===== config.mk =====
export PLATFORM = sky130hd
export DESIGN_NAME = osc_ctl_regs
export DESIGN_NICKNAME = d
export VERILOG_FILES = /design/src/rtl/osc_ctl_pkg.sv /design/src/rtl/osc_drive_decode.sv /design/src/rtl/osc_mode_decode.sv /design/src/rtl/osc_ctl_regs.sv
export SDC_FILE = /design/constraint.sdc
export NUM_CORES = 1
export LEC_CHECK = 0
export ABC_AREA = 1
export BUFFER_PORTS_ARGS = -buffer_cell sky130_fd_sc_hd__buf_2
export CAP_MARGIN = 20
export CORE_UTILIZATION = 45
export DETAILED_ROUTE_END_ITERATION = 7
export PLACE_DENSITY = 0.65
export SLEW_MARGIN = 0
export SYNTH_ARGS = -nofsm -noshare
export SYNTH_HDL_FRONTEND = slang
export SYNTH_SLANG_ARGS = --single-unit

===== constraint.sdc =====
create_clock -name clk -period 2.1 [get_ports clk]
set_clock_uncertainty 0.2 [all_clocks]
set_input_delay 0.42 -clock clk [delete_from_list [all_inputs] [get_ports clk]]
set_output_delay 0.42 -clock clk [all_outputs]
set_load 0.03 [all_outputs]

===== src/rtl/osc_ctl_pkg.sv =====
package osc_ctl_pkg;

    localparam int DATA_W          = 32;
    localparam int CTRL_W          = 24;
    localparam int CODE_W          = 12;
    localparam int DIV_W           = 16;
    localparam int PHASE_W         = 12;
    localparam int N_BANKS         = 2;
    localparam int STAGES_PER_BANK = 4;
    localparam int N_STAGES        = N_BANKS * STAGES_PER_BANK;
    localparam int FLD_W           = 3;
    localparam int STAGE_PITCH     = 4;
    localparam int LVL_W           = 2;
    localparam int STG_CNT_W       = 4;
    localparam int RATIO_W         = 8;
    localparam int BAD_BIT         = 24;
    localparam int LIVE_EN_BIT     = 12;

    localparam logic [CODE_W-1:0] EN_OFF   = 12'hD1E;
    localparam logic [CODE_W-1:0] EN_ON    = 12'hFAB;
    localparam logic [CODE_W-1:0] RNG_LOW  = 12'hFA4;
    localparam logic [CODE_W-1:0] RNG_MED  = 12'hFA5;
    localparam logic [CODE_W-1:0] RNG_HIGH = 12'hFA7;
    localparam logic [CODE_W-1:0] RNG_MAX  = 12'hFA6;
    localparam logic [15:0]       DRV_KEY  = 16'h9696;
    localparam logic [31:0]       SLEEP_W  = 32'h636F6D61;
    localparam logic [31:0]       WAKE_W   = 32'h77616B65;
    localparam logic [7:0]        DIV_KEY  = 8'hAA;
    localparam logic [7:0]        PH_KEY   = 8'hAA;

    localparam logic [7:0] OFF_CTRL  = 8'h00;
    localparam logic [7:0] OFF_DRV0  = 8'h04;
    localparam logic [7:0] OFF_SLEEP = 8'h0C;
    localparam logic [7:0] OFF_DIV   = 8'h10;
    localparam logic [7:0] OFF_PHASE = 8'h14;
    localparam logic [7:0] OFF_STAT  = 8'h18;

    localparam logic [CTRL_W-1:0]  CTRL_RST  = 24'h000AA0;
    localparam logic [DIV_W-1:0]   DIV_RST   = 16'hAA20;
    localparam logic [PHASE_W-1:0] PHASE_RST = 12'h008;
    localparam logic [31:0]        DRV_MASK  = 32'hFFFF7777;

    typedef struct packed {
        logic [CTRL_W-1:0]              ctrl;
        logic [N_BANKS-1:0][DATA_W-1:0] drv;
        logic [DATA_W-1:0]              sleep;
        logic [DIV_W-1:0]               div;
        logic [PHASE_W-1:0]             phase;
        logic                           bad;
    } regs_t;

    function automatic logic en_code_ok(input logic [CODE_W-1:0] c);
        return (c == EN_OFF) || (c == EN_ON);
    endfunction

    function automatic logic rng_code_ok(input logic [CODE_W-1:0] c);
        return (c == RNG_LOW) || (c == RNG_MED) || (c == RNG_HIGH) || (c == RNG_MAX);
    endfunction

    function automatic logic div_word_ok(input logic [DIV_W-1:0] w);
        return (w[15:8] == DIV_KEY) && !w[7];
    endfunction

endpackage


===== src/rtl/osc_drive_decode.sv =====
module osc_drive_decode
    import osc_ctl_pkg::*;
#(
    parameter int STAGES = STAGES_PER_BANK
) (
    input  logic [DATA_W-1:0]       word,
    output logic [STAGES*LVL_W-1:0] lvl
);

    logic key_ok;
    logic unused_word;

    assign key_ok      = (word[31:16] == DRV_KEY);
    assign unused_word = ^word;

    for (genvar s = 0; s < STAGES; s++) begin : g_stage
        logic [FLD_W-1:0] fld;
        logic [LVL_W-1:0] cnt;

        assign fld = word[s*STAGE_PITCH +: FLD_W];

        always_comb begin
            cnt = '0;
            for (int b = 0; b < FLD_W; b++) begin
                cnt = cnt + LVL_W'(fld[b]);
            end
        end

        assign lvl[s*LVL_W +: LVL_W] = key_ok ? cnt : '0;
    end

endmodule


===== src/rtl/osc_mode_decode.sv =====
module osc_mode_decode
    import osc_ctl_pkg::*;
(
    input  logic [CTRL_W-1:0]    ctrl,
    input  logic [DATA_W-1:0]    sleep,
    input  logic [DIV_W-1:0]     div,
    input  logic [PHASE_W-1:0]   phase,
    output logic                 osc_en,
    output logic [STG_CNT_W-1:0] range_stages,
    output logic                 dormant,
    output logic [RATIO_W-1:0]   div_ratio,
    output logic                 phase_en,
    output logic                 phase_flip,
    output logic [1:0]           phase_shift
);

    localparam logic [RATIO_W-1:0] RATIO_MAX = RATIO_W'(128);

    assign osc_en  = (ctrl[23:12] != EN_OFF);
    assign dormant = (sleep == SLEEP_W);

    always_comb begin
        unique case (ctrl[11:0])
            RNG_MED:  range_stages = STG_CNT_W'(6);
            RNG_HIGH: range_stages = STG_CNT_W'(4);
            RNG_MAX:  range_stages = STG_CNT_W'(2);
            default:  range_stages = STG_CNT_W'(8);
        endcase
    end

    always_comb begin
        if (div_word_ok(div) && (div[6:0] != 7'd0)) begin
            div_ratio = {1'b0, div[6:0]};
        end else begin
            div_ratio = RATIO_MAX;
        end
    end

    always_comb begin
        if (phase[11:4] == PH_KEY) begin
            phase_en    = phase[3];
            phase_flip  = phase[2];
            phase_shift = phase[1:0];
        end else begin
            phase_en    = 1'b1;
            phase_flip  = 1'b0;
            phase_shift = 2'd0;
        end
    end

endmodule


===== src/rtl/osc_ctl_regs.sv =====
module osc_ctl_regs
    import osc_ctl_pkg::*;
#(
    parameter int ADDR_W = 5
) (
    input  logic                      clk,
    input  logic                      rst_n,
    input  logic                      psel,
    input  logic                      penable,
    input  logic                      pwrite,
    input  logic [ADDR_W-1:0]         paddr,
    input  logic [DATA_W-1:0]         pwdata,
    output logic [DATA_W-1:0]         prdata,
    output logic                      osc_en,
    output logic [STG_CNT_W-1:0]      range_stages,
    output logic [N_STAGES*LVL_W-1:0] drive_lvl,
    output logic                      dormant,
    output logic [RATIO_W-1:0]        div_ratio,
    output logic                      phase_en,
    output logic                      phase_flip,
    output logic [1:0]                phase_shift
);

    localparam int                BANK_LVL_W = STAGES_PER_BANK * LVL_W;
    localparam logic [ADDR_W-1:0] A_CTRL     = ADDR_W'(OFF_CTRL);
    localparam logic [ADDR_W-1:0] A_SLEEP    = ADDR_W'(OFF_SLEEP);
    localparam logic [ADDR_W-1:0] A_DIV      = ADDR_W'(OFF_DIV);
    localparam logic [ADDR_W-1:0] A_PHASE    = ADDR_W'(OFF_PHASE);
    localparam logic [ADDR_W-1:0] A_STAT     = ADDR_W'(OFF_STAT);

    regs_t st_d, st_q;
    logic  wr_en;
    logic  bad_wr_d;

    assign wr_en = psel && penable && pwrite;

    function automatic logic [ADDR_W-1:0] drv_addr(input int b);
        return ADDR_W'(int'(OFF_DRV0) + 4 * b);
    endfunction

    always_comb begin
        st_d     = st_q;
        bad_wr_d = 1'b0;
        if (wr_en) begin
            if (paddr == A_CTRL) begin
                st_d.ctrl = pwdata[CTRL_W-1:0];
                bad_wr_d  = !en_code_ok(pwdata[23:12]) || !rng_code_ok(pwdata[11:0]);
            end
            for (int b = 0; b < N_BANKS; b++) begin
                if (paddr == drv_addr(b)) begin
                    st_d.drv[b] = pwdata & DRV_MASK;
                    bad_wr_d    = (pwdata[31:16] != DRV_KEY);
                end
            end
            if (paddr == A_SLEEP) begin
                st_d.sleep = pwdata;
                bad_wr_d   = (pwdata != SLEEP_W) && (pwdata != WAKE_W);
            end
            if (paddr == A_DIV) begin
                st_d.div = pwdata[DIV_W-1:0];
                bad_wr_d = !div_word_ok(pwdata[DIV_W-1:0]);
            end
            if (paddr == A_PHASE) begin
                st_d.phase = pwdata[PHASE_W-1:0];
                bad_wr_d   = (pwdata[11:4] != PH_KEY);
            end
        end
        st_d.bad = st_q.bad || bad_wr_d;
        if (wr_en && (paddr == A_STAT) && pwdata[BAD_BIT]) begin
            st_d.bad = 1'b0;
        end
    end

    always_ff @(posedge clk or negedge rst_n) begin
        if (!rst_n) begin
            st_q.ctrl  <= CTRL_RST;
            st_q.drv   <= '0;
            st_q.sleep <= WAKE_W;
            st_q.div   <= DIV_RST;
            st_q.phase <= PHASE_RST;
            st_q.bad   <= 1'b0;
        end else begin
            st_q <= st_d;
        end
    end

    for (genvar b = 0; b < N_BANKS; b++) begin : g_bank
        osc_drive_decode #(.STAGES(STAGES_PER_BANK)) i_drv (
            .word (st_q.drv[b]),
            .lvl  (drive_lvl[b*BANK_LVL_W +: BANK_LVL_W])
        );
    end

    osc_mode_decode i_mode (
        .ctrl         (st_q.ctrl),
        .sleep        (st_q.sleep),
        .div          (st_q.div),
        .phase        (st_q.phase),
        .osc_en       (osc_en),
        .range_stages (range_stages),
        .dormant      (dormant),
        .div_ratio    (div_ratio),
        .phase_en     (phase_en),
        .phase_flip   (phase_flip),
        .phase_shift  (phase_shift)
    );

    always_comb begin
        prdata = '0;
        if (psel) begin
            if (paddr == A_CTRL)  prdata = DATA_W'(st_q.ctrl);
            if (paddr == A_SLEEP) prdata = st_q.sleep;
            if (paddr == A_DIV)   prdata = DATA_W'(st_q.div);
            if (paddr == A_PHASE) prdata = DATA_W'(st_q.phase);
            if (paddr == A_STAT) begin
                prdata[BAD_BIT]     = st_q.bad;
                prdata[LIVE_EN_BIT] = osc_en;
            end
            for (int b = 0; b < N_BANKS; b++) begin
                if (paddr == drv_addr(b)) prdata = st_q.drv[b];
            end
        end
    end

    AST_BAD_ON_ENABLE: assert property (@(posedge clk) disable iff (!rst_n)
        wr_en && (paddr == A_CTRL) && !en_code_ok(pwdata[23:12]) |=> st_q.bad);

    AST_STAGES_LEGAL: assert property (@(posedge clk) disable iff (!rst_n)
        (range_stages == 4'd2) || (range_stages == 4'd4) ||
        (range_stages == 4'd6) || (range_stages == 4'd8));

    AST_DRV_KEYED: assert property (@(posedge clk) disable iff (!rst_n)
        wr_en && (paddr == drv_addr(0)) && (pwdata[31:16] != DRV_KEY)
        |=> (drive_lvl[BANK_LVL_W-1:0] == '0));

    AST_SLEEP_FOLLOW: assert property (@(posedge clk) disable iff (!rst_n)
        wr_en && (paddr == A_SLEEP) && (pwdata != SLEEP_W) |=> !dormant);

    AST_RATIO_RANGE: assert property (@(posedge clk) disable iff (!rst_n)
        (div_ratio != '0) && (div_ratio <= 8'd128));

    AST_BAD_STICKY: assert property (@(posedge clk) disable iff (!rst_n)
        st_q.bad && !(wr_en && (paddr == A_STAT) && pwdata[BAD_BIT]) |=> st_q.bad);

    AST_BAD_CLEAR: assert property (@(posedge clk) disable iff (!rst_n)
        wr_en && (paddr == A_STAT) && pwdata[BAD_BIT] |=> !st_q.bad);

    AST_NO_WRITE_IDLE: assert property (@(posedge clk) disable iff (!rst_n)
        !wr_en |=> $stable(st_q));

endmodule


# Yosys cells after proc, flatten, opt, wreduce, memory -nomap -nowiden

Index checks and enable logic that the tools add are counted.

Latch bits: 0
Bits in registers: 141
Bits in read-only memories: 0
Output and inout bits: 66
Memories kept: 0
RAM bits: 0

Equality and inequality tests: 26
Shift operators: 0
Bitwise operators: 0
Div/mod/pow operators: 0
Magnitude comparators: 0
Reductions and logical operators: 27
Multiply operators: 0
Add/sub/neg operators: 16
Mux-type cells: 30

Operators by type and width:

| kind                 | number |
|---|---|
| $mux 32              | 6 |
| $eq 12x12->1 const B | 9 |
| $ne 32x31->1 const B | 2 |
| $eq 16x16->1 const B | 2 |
| $eq 32x31->1 const B | 1 |
| $eq 8x8->1 const B   | 3 |
| $mux 24              | 1 |
| $mux 2               | 9 |
| $add 1x1->2          | 8 |
| $add 2x1->2          | 8 |
| $ne 16x16->1 const B | 1 |
| $eq 5x5->1 const B   | 3 |
| $mux 1               | 12 |
| $ne 12x12->1 const B | 1 |
| $pmux 4 s3           | 1 |
| $reduce_and 2->1     | 6 |
| $eq 5x4->1 const B   | 2 |
| $logic_and 1x1->1    | 8 |
| $mux 8               | 1 |
| $ne 8x8->1 const B   | 1 |
| $reduce_bool 7->1    | 1 |
| $logic_or 1x1->1     | 6 |
| $eq 5x3->1 const B   | 1 |
| $logic_not 1->1      | 5 |
| $logic_not 5->1      | 1 |

# Longest topological paths before layout

Gate-level depths: netlist (run 1).

Depth in word-level cells: 15
Mapped depth: 12

# Modules after synthesis

A second synthesis (run 1) with hierarchy kept.

Cell total of the unflattened synthesis: 1011
Area, all modules: 7538.5 µm²

By module, submodules not included:

| module           | cells each | area each (µm²) | seq. area each (µm²) | instances |
|---|---|---|---|---|
| osc_ctl_regs     | 822        | 6605.1          | 3563.4               | 1 |
| osc_mode_decode  | 101        | 467.9           | 0.0                  | 1 |
| osc_drive_decode | 44         | 232.7           | 0.0                  | 2 |

# Least setup slack after synthesis (run 1)

No wires, ideal clock.

Kind: reg-to-output
From: reg st_q[26] (netlist name)
To: out div_ratio[0]
Path buffers: 0
Stages on the path, launching flop included: 5
Arrival time: 1908 ps
Setup slack: -428 ps
Cells stage by stage: dfstp_2 -> inv_1 -> nor4_1 -> o2111ai_1 -> nor2_1

Longest elaborated chain between the ends: 4

Ends and longest elaborated chain:

| element           | RTL line              | RTL |
|---|---|---|
| $eq 8x8->1        | osc_ctl_pkg.sv:61     | `return (w[15:8] == DIV_KEY) && !w[7];` |
| $logic_and 1x1->1 | osc_ctl_pkg.sv:61     |  |
| $logic_and 1x1->1 | osc_mode_decode.sv:32 | `if (div_word_ok(div) && (div[6:0] != 7'd0)) begin` |
| $mux 8            | osc_mode_decode.sv:32 |  |
| end, declared     | osc_ctl_regs.sv:18    | `output logic [RATIO_W-1:0] div_ratio,` |

No other way between the ends.

# Final worst setup path (run 1)

From: reg st_q[124] in the netlist's numbering
To: out drive_lvl[14]

Longest elaborated chain between the ends: 2

Ends and longest elaborated chain:

| element                | RTL line               | RTL |
|---|---|---|
| start, declared        | osc_ctl_regs.sv:31     | `regs_t st_d, st_q;` |
| start signal, assigned | osc_ctl_regs.sv:83     | `st_q <= st_d;` |
| $eq 16x16->1           | osc_drive_decode.sv:13 | `assign key_ok = (word[31:16] == DRV_KEY);` |
| $mux 2                 | osc_drive_decode.sv:29 | `assign lvl[s*LVL_W +: LVL_W] = key_ok ? cnt : '0;` |
| end, declared          | osc_ctl_regs.sv:16     | `output logic [N_STAGES*LVL_W-1:0] drive_lvl,` |

No other way between the ends.

==> flow_summary.toml, run 1 <==
[synthesis]
ys_warn_count = 0
synth-seq-cells = 141
avgSynthCellArea_um2 = 7.860
synth.distinct_cells = 38
synth-edff-count = 0
synthFlopType = "dfrtp_1"
yosysTopAreaCellShare = 0.3732
yosysMostFrequentCell = "nand2_1"
synth_commonest_cells = "nand2_1 (275), dfrtp_1 (113), inv_1 (108)"
netlist_area_mm2 = 0.007577
synth_top_area_cell = "dfrtp_1"
synth_top_cells_by_area = "dfrtp_1 (37%), nand2_1 (14%), dfstp_2 (9.7%)"
async_flop_share = 1.000
yosysSeqAreaShare = 0.4703
synth_cells = 964
syn_nets = 1014

[power]
ir_worst_vdd_mv = 0.6383
power.leakage_nw = 5.765
p_per_area_mw_per_mm2 = 575.7

[critical_path]
regToRegEndpoint = "st_q[132]$_DFFE_PN1P_"
end_kind = "output pin"
arrival_ps = 2080
required_ps = 1480
cp-startpoint = "st_q[124]$_DFFE_PN0P_"
worstSetupPathType = "flop to output pin"
r2r_start = "st_q[132]$_DFFE_PN1P_"
worstPathMaxFanout = 4
reg2regPathDepth = 4
cp-endpoint = "drive_lvl[14]"
worstSetupStartpointType = "flop"
r2r_slack_ps = 950

[sta]
fin_ws_ps = -597.6
fin_crit_ps = 2698
timing.final.crit_share = 1.285
fmax_mhz = 370.7
finalSetupViolCount = 65
hold_violations = 0
slew_violations = 0
rsz0062_at_grt = "yes"

[clock_network]
clk_pin_slew_worst_paths_ps = 60
root_buffer = "clkbuf_16"
numCtsBuffers = 17
clock_sink_count = 141
cts_buffer_depth = 2
htreeDepth = 4
clk-insertion-delay-late_ps = 420
cts_tree = "built"

[placed_design]
dp_slack_ps = -444.1
io_buffers = 106
post-dp-hpwl_um = 17720
gp_congestion = 0.8627

[finish]
top_regs = "st_q x141"
drive_gt1_frac = 0.4532
syn2layout_area_growth_pct = 66.86
final_util = 0.7651
top_register = "st_q"
diodes = 0
seqCellArea_mm2 = 0.003563
fillers = 1078
largest_reg_flops = 141
final_nets = 1277
multi_input_area_mm2 = 0.004740

[grt]
grt_pass1_wl_um = 42940
grt_usage = 0.3261
grt_max_degree = 44
first_global_vias = 8022
antenna_found_initial = 0
grt.overflow.total = 0

[drt]
wl_per_cell_um = 20.26
routed_via_density = 5.556
wirelength_um = 29580
antenna_left = 0
route.detailed.drc = 0
dr.pass1.iters = 5
vias = 8112
drt_iter0_markers = 657

[worst_hold_path]
worst_hold_path_type = "input pin to flop"

[floorplan]
num_rows = 47
core_region_area_mm2 = 0.01652
dieHeight_um = 131.8
die_area_mm2 = 0.01736
start_util = 0.4585
ios = 108
die_x_um = 131.8

[outcome]
status = "finished with violations"
violations = "setup timing"

[job]
drv_cap = 0
-- cell families (layout without fill, tap and decap cells) --
family | after synthesis | in the layout | share of synthesized area
other cells | 1 | 1 | 0.0004949
buf+inv | 161 | 436 | 0.09511
flops | 141 | 141 | 0.4703
fa+ha+maj | 8 | 8 | 0.02114
compound gates | 227 | 227 | 0.1722
simple gates | 426 | 427 | 0.2408
-- metal layers --
layer	wire, um	vias to the layer above	share of wire	GRT usage
li1	-	3681	-	-
met1	11280	3931	0.38	0.4012
met3	2037	101	0.069	0.07497
met2	14810	399	0.50	0.5459
met4	1455	0	0.049	0.1492
met5	0	-	0	0
-- power by group --
group          switching (W)  total (W)  internal, W
Combinational       0.000720    0.00123     0.000505
Clock                0.00112    0.00288      0.00176
Sequential          0.000204    0.00318      0.00297
Total                0.00204    0.00728      0.00524
-- layout make-up --
type                       instances  share of cell area
inverter                         116             0.03701
tap                              220             0.02177
clock inverter                     2            0.002969
clock buffer                      30             0.04067
multi-input combinational        663              0.3749
timing repair buffer             288              0.2409
sequential                       141              0.2818
-- cell usage in the layout, fill, tap and decap left out, drive strengths merged, types with 2 or more instances in the layout --
cell / instances
o221ai: 3
nand4: 12
nor2: 83
a211oi: 3
nor4: 6
o22ai: 9
a41oi: 4
nor3: 14
or4: 2
o2111ai: 2
buf: 287
fa: 8
dfrtp: 113
dfstp: 28
inv: 115
a221oi: 5
a21oi: 19
a31oi: 10
clkbuf: 30
o211ai: 4
nand3: 25
nand2: 282
o21ai: 168
-- worst min-delay path by stage --
| stage | from | endpoint | slack [ps] | cells past startpoint |
|---|---|---|---|---|
| 5_1_grt | pwdata[11] | st_q[136]$_DFFE_PN1P_ | 130 | 3 |
| 6_report | pwdata[25] | st_q[54]$_DFFE_PN1P_ | 120 | 3 |
| 3_3_place_gp | rst_n | st_q[17]$_DFFE_PN0P_ | 180 | 1 |
| 3_5_place_dp | rst_n | st_q[17]$_DFFE_PN0P_ | 190 | 1 |
| 2_1_floorplan | rst_n | st_q[0]$_DFF_PN0_ | -80 | 0 |
| 4_1_cts | pwdata[11] | st_q[40]$_DFFE_PN1P_ | 100 | 3 |
-- metrics by stage --
step	setup TNS, ps	std cells	hold slack, ps	total power (W)	cell area [um2]
finish	-24150	1460	117.3	0.007279	12640
detailed placement	-14510	1372	186.4	0.004142	9872
global placement	-13960	1372	183.7	0.004113	9872
CTS	-23500	1451	100.2	0.007171	12180
floorplan	-1755	964	-75.59	0.003652	8147
global route	-27700	1460	125.7	0.007548	12640
-- worst max-delay path, cell delays in order, from the launching register on --
cell	delay (ps)
dfrtp_1	410
inv_2	90
nor2_2	100
nand3_1	90
or4_4	560
buf_6	170
nor2_4	90
buf_6	140
-- what timing repair did --
item / in CTS / in global routing
pin swaps: 55 / 58
gates cloned: 10 / 0
buffers inserted: 38 / 17
endpoints found under the setup margin: 65 / 65
hold buffers: 1 / 0
endpoints found under the hold margin: 33 / 0
resized for setup: 323 / 97
Note: power is estimated with default switching activity, not from simulation.
==> inputs of run 2 (changes only) <==
- CORE_MARGIN: not set -> 4
- PLACE_DENSITY: 0.65 -> 0.68
- clock period: 2.1 -> 2.35 ns (I/O delays scaled with it)
==> flow_summary.toml, run 2 (synthesis gave the netlist of run 1 again) <==
[finish]
drive_gt1_frac = 0.4260
layout_common_cells = "nand2_1 (229), dfrtp_1 (113), inv_1 (98)"
top_register = "st_q"
fillers = 1171
syn2layout_area_growth_pct = 52.35
top_regs = "st_q x141"
largest_reg_flops = 141
seqCellArea_mm2 = 0.003563
final_nets = 1213
multi_input_area_mm2 = 0.004382
diodes = 0
final_common_cell = "nand2_1"

[critical_path]
worstSetupStartpointType = "flop"
worstPathMaxFanout = 8
slowest_stage = "or4_4"
arrival_ps = 2100
end_kind = "output pin"
path_cells = "nor2_1 -> nand3_1 -> or4_4 -> buf_12 -> nor2_4 -> buf_6"
worstSetupPathType = "flop to output pin"
required_ps = 1680
cpPeakStageDelay_ps = 580

[floorplan]
num_rows = 47
ios = 108
core_region_area_mm2 = 0.01652
dieHeight_um = 137.8
start_util = 0.4585
die_x_um = 137.8
die_area_mm2 = 0.01898

[drt]
wirelength_um = 27510
vias = 7797
route.detailed.drc = 0
wl_per_cell_um = 19.70
routed_via_density = 5.585
dr.pass1.iters = 5
antenna_left = 0
drt_iter0_markers = 597

[grt]
grt_pass1_wl_um = 41210
grt_usage = 0.2869
antenna_found_initial = 0
grt_max_degree = 57
first_global_vias = 7685
grt.overflow.total = 0

[sta]
slew_headroom = 0.6095
hold_violations = 0
slew_violations = 0
finalSetupViolCount = 63
fmax_mhz = 361.6
fin_crit_ps = 2766
rsz0062_at_grt = "yes"
hold_slack_ps = 159.3
worst_pin_slew_ps = 583.7
fin_ws_ps = -415.6
timing.final.crit_share = 1.177

[clock_network]
cts_buffer_depth = 2
numCtsBuffers = 17
clk_pin_slew_worst_paths_ps = 60
root_buffer = "clkbuf_16"
clk-insertion-delay-late_ps = 430
clock_sink_count = 141
htreeDepth = 4
cts_tree = "built"

[worst_hold_path]
worst_hold_path_type = "input pin to flop"

[power]
p_per_area_mw_per_mm2 = 583.7
power.leakage_nw = 5.305
ir_worst_vdd_mv = 0.5179

[outcome]
status = "finished with violations"
violations = "setup timing"

[placed_design]
io_buffers = 106
post-dp-hpwl_um = 17480
gp_congestion = 0.9092
dp_slack_ps = -218.2

[job]
drv_cap = 0
[run 2: cell count changes in the layout (fill, tap and decap cells not counted), moves of 5 or more]
| cell | change |
|---|---|
| buf_12 | -15 |
| nor2_4 | -6 |
| buf_6 | -10 |
| o21ai_1 | +5 |
| buf_4 | -31 |
| a21oi_2 | +6 |
| nor3_2 | +5 |
| a21oi_4 | -6 |
| clkbuf_1 | -9 |
| buf_16 | -5 |
[run 2: metal layers]
metal / up-vias / global-route usage / part of all wire
met5: - / 0 / 0
met4: 0 / 0.1405 / 0.045
met3: 94 / 0.05734 / 0.078
met2: 426 / 0.4677 / 0.49
met1: 3742 / 0.3649 / 0.39
li1: 3535 / - / -
[run 2: through the flow]
step                      instance area (um2)  std cells    util  power (W)  TNS (ps)
after floorplan                          7760        964       -   0.003213    -442.6
after global placement                   8964       1315  0.5424   0.003524     -3986
after detailed placement                 8964       1315  0.5424   0.003548     -5021
after CTS                               11050       1383  0.6687   0.006679    -12000
after global routing                    11540       1396  0.6986   0.006979    -15830
final                                   11540       1396  0.6986   0.006738    -12170
[run 2: repair_timing]
| item | in CTS | in global routing |
|---|---|---|
| pin swaps | 56 | 50 |
| setup buffers | 33 | 17 |
| setup endpoints to repair | 64 | 65 |
| resized for setup | 318 | 106 |
| hold buffers | 1 | 0 |
| hold endpoints to repair | 32 | 0 |
| cloned | 3 | 0 |
[run 2: final timing paths]
path | startpoint | endpoint | slack (ps) | cells after the start
hold / removal | pwdata[11] | st_q[40]$_DFFE_PN1P_ | 160 | 3
setup reg to reg | st_q[22]$_DFFE_PN1P_ | st_q[22]$_DFFE_PN1P_ | 1260 | 3
setup / recovery | st_q[90]$_DFFE_PN0P_ | drive_lvl[7] | -420 | 6
max in group asynchronous | rst_n | st_q[59]$_DFFE_PN1P_ | 890 | 3
min in group asynchronous | rst_n | st_q[16]$_DFFE_PN0P_ | 370 | 2
hold reg to reg | st_q[88]$_DFFE_PN0P_ | st_q[88]$_DFFE_PN0P_ | 280 | 2
[run 2: worst max-delay path: cells and delay by family (launching register included)]
kind	cells	cell delay, ps
simple gates	4	970
buf+inv	2	320
flops	1	380
[run 2: final cells by class]
| class | count | share of cell area |
|---|---|---|
| Multi-Input combinational cell | 662 | 0.3796 |
| Sequential cell | 141 | 0.3087 |
| Timing Repair Buffer | 225 | 0.1925 |
| Inverter | 116 | 0.03945 |
| Clock buffer | 17 | 0.03685 |
| Tap cell | 220 | 0.02385 |
| Clock inverter | 15 | 0.01908 |
[run 2: where the power goes]
group / total [W] / internal [W] / switching, W
Clock: 0.00298 / 0.00188 / 0.00110
Sequential: 0.00285 / 0.00266 / 0.000198
Combinational: 0.000902 / 0.000345 / 0.000557
Total: 0.00674 / 0.00488 / 0.00185
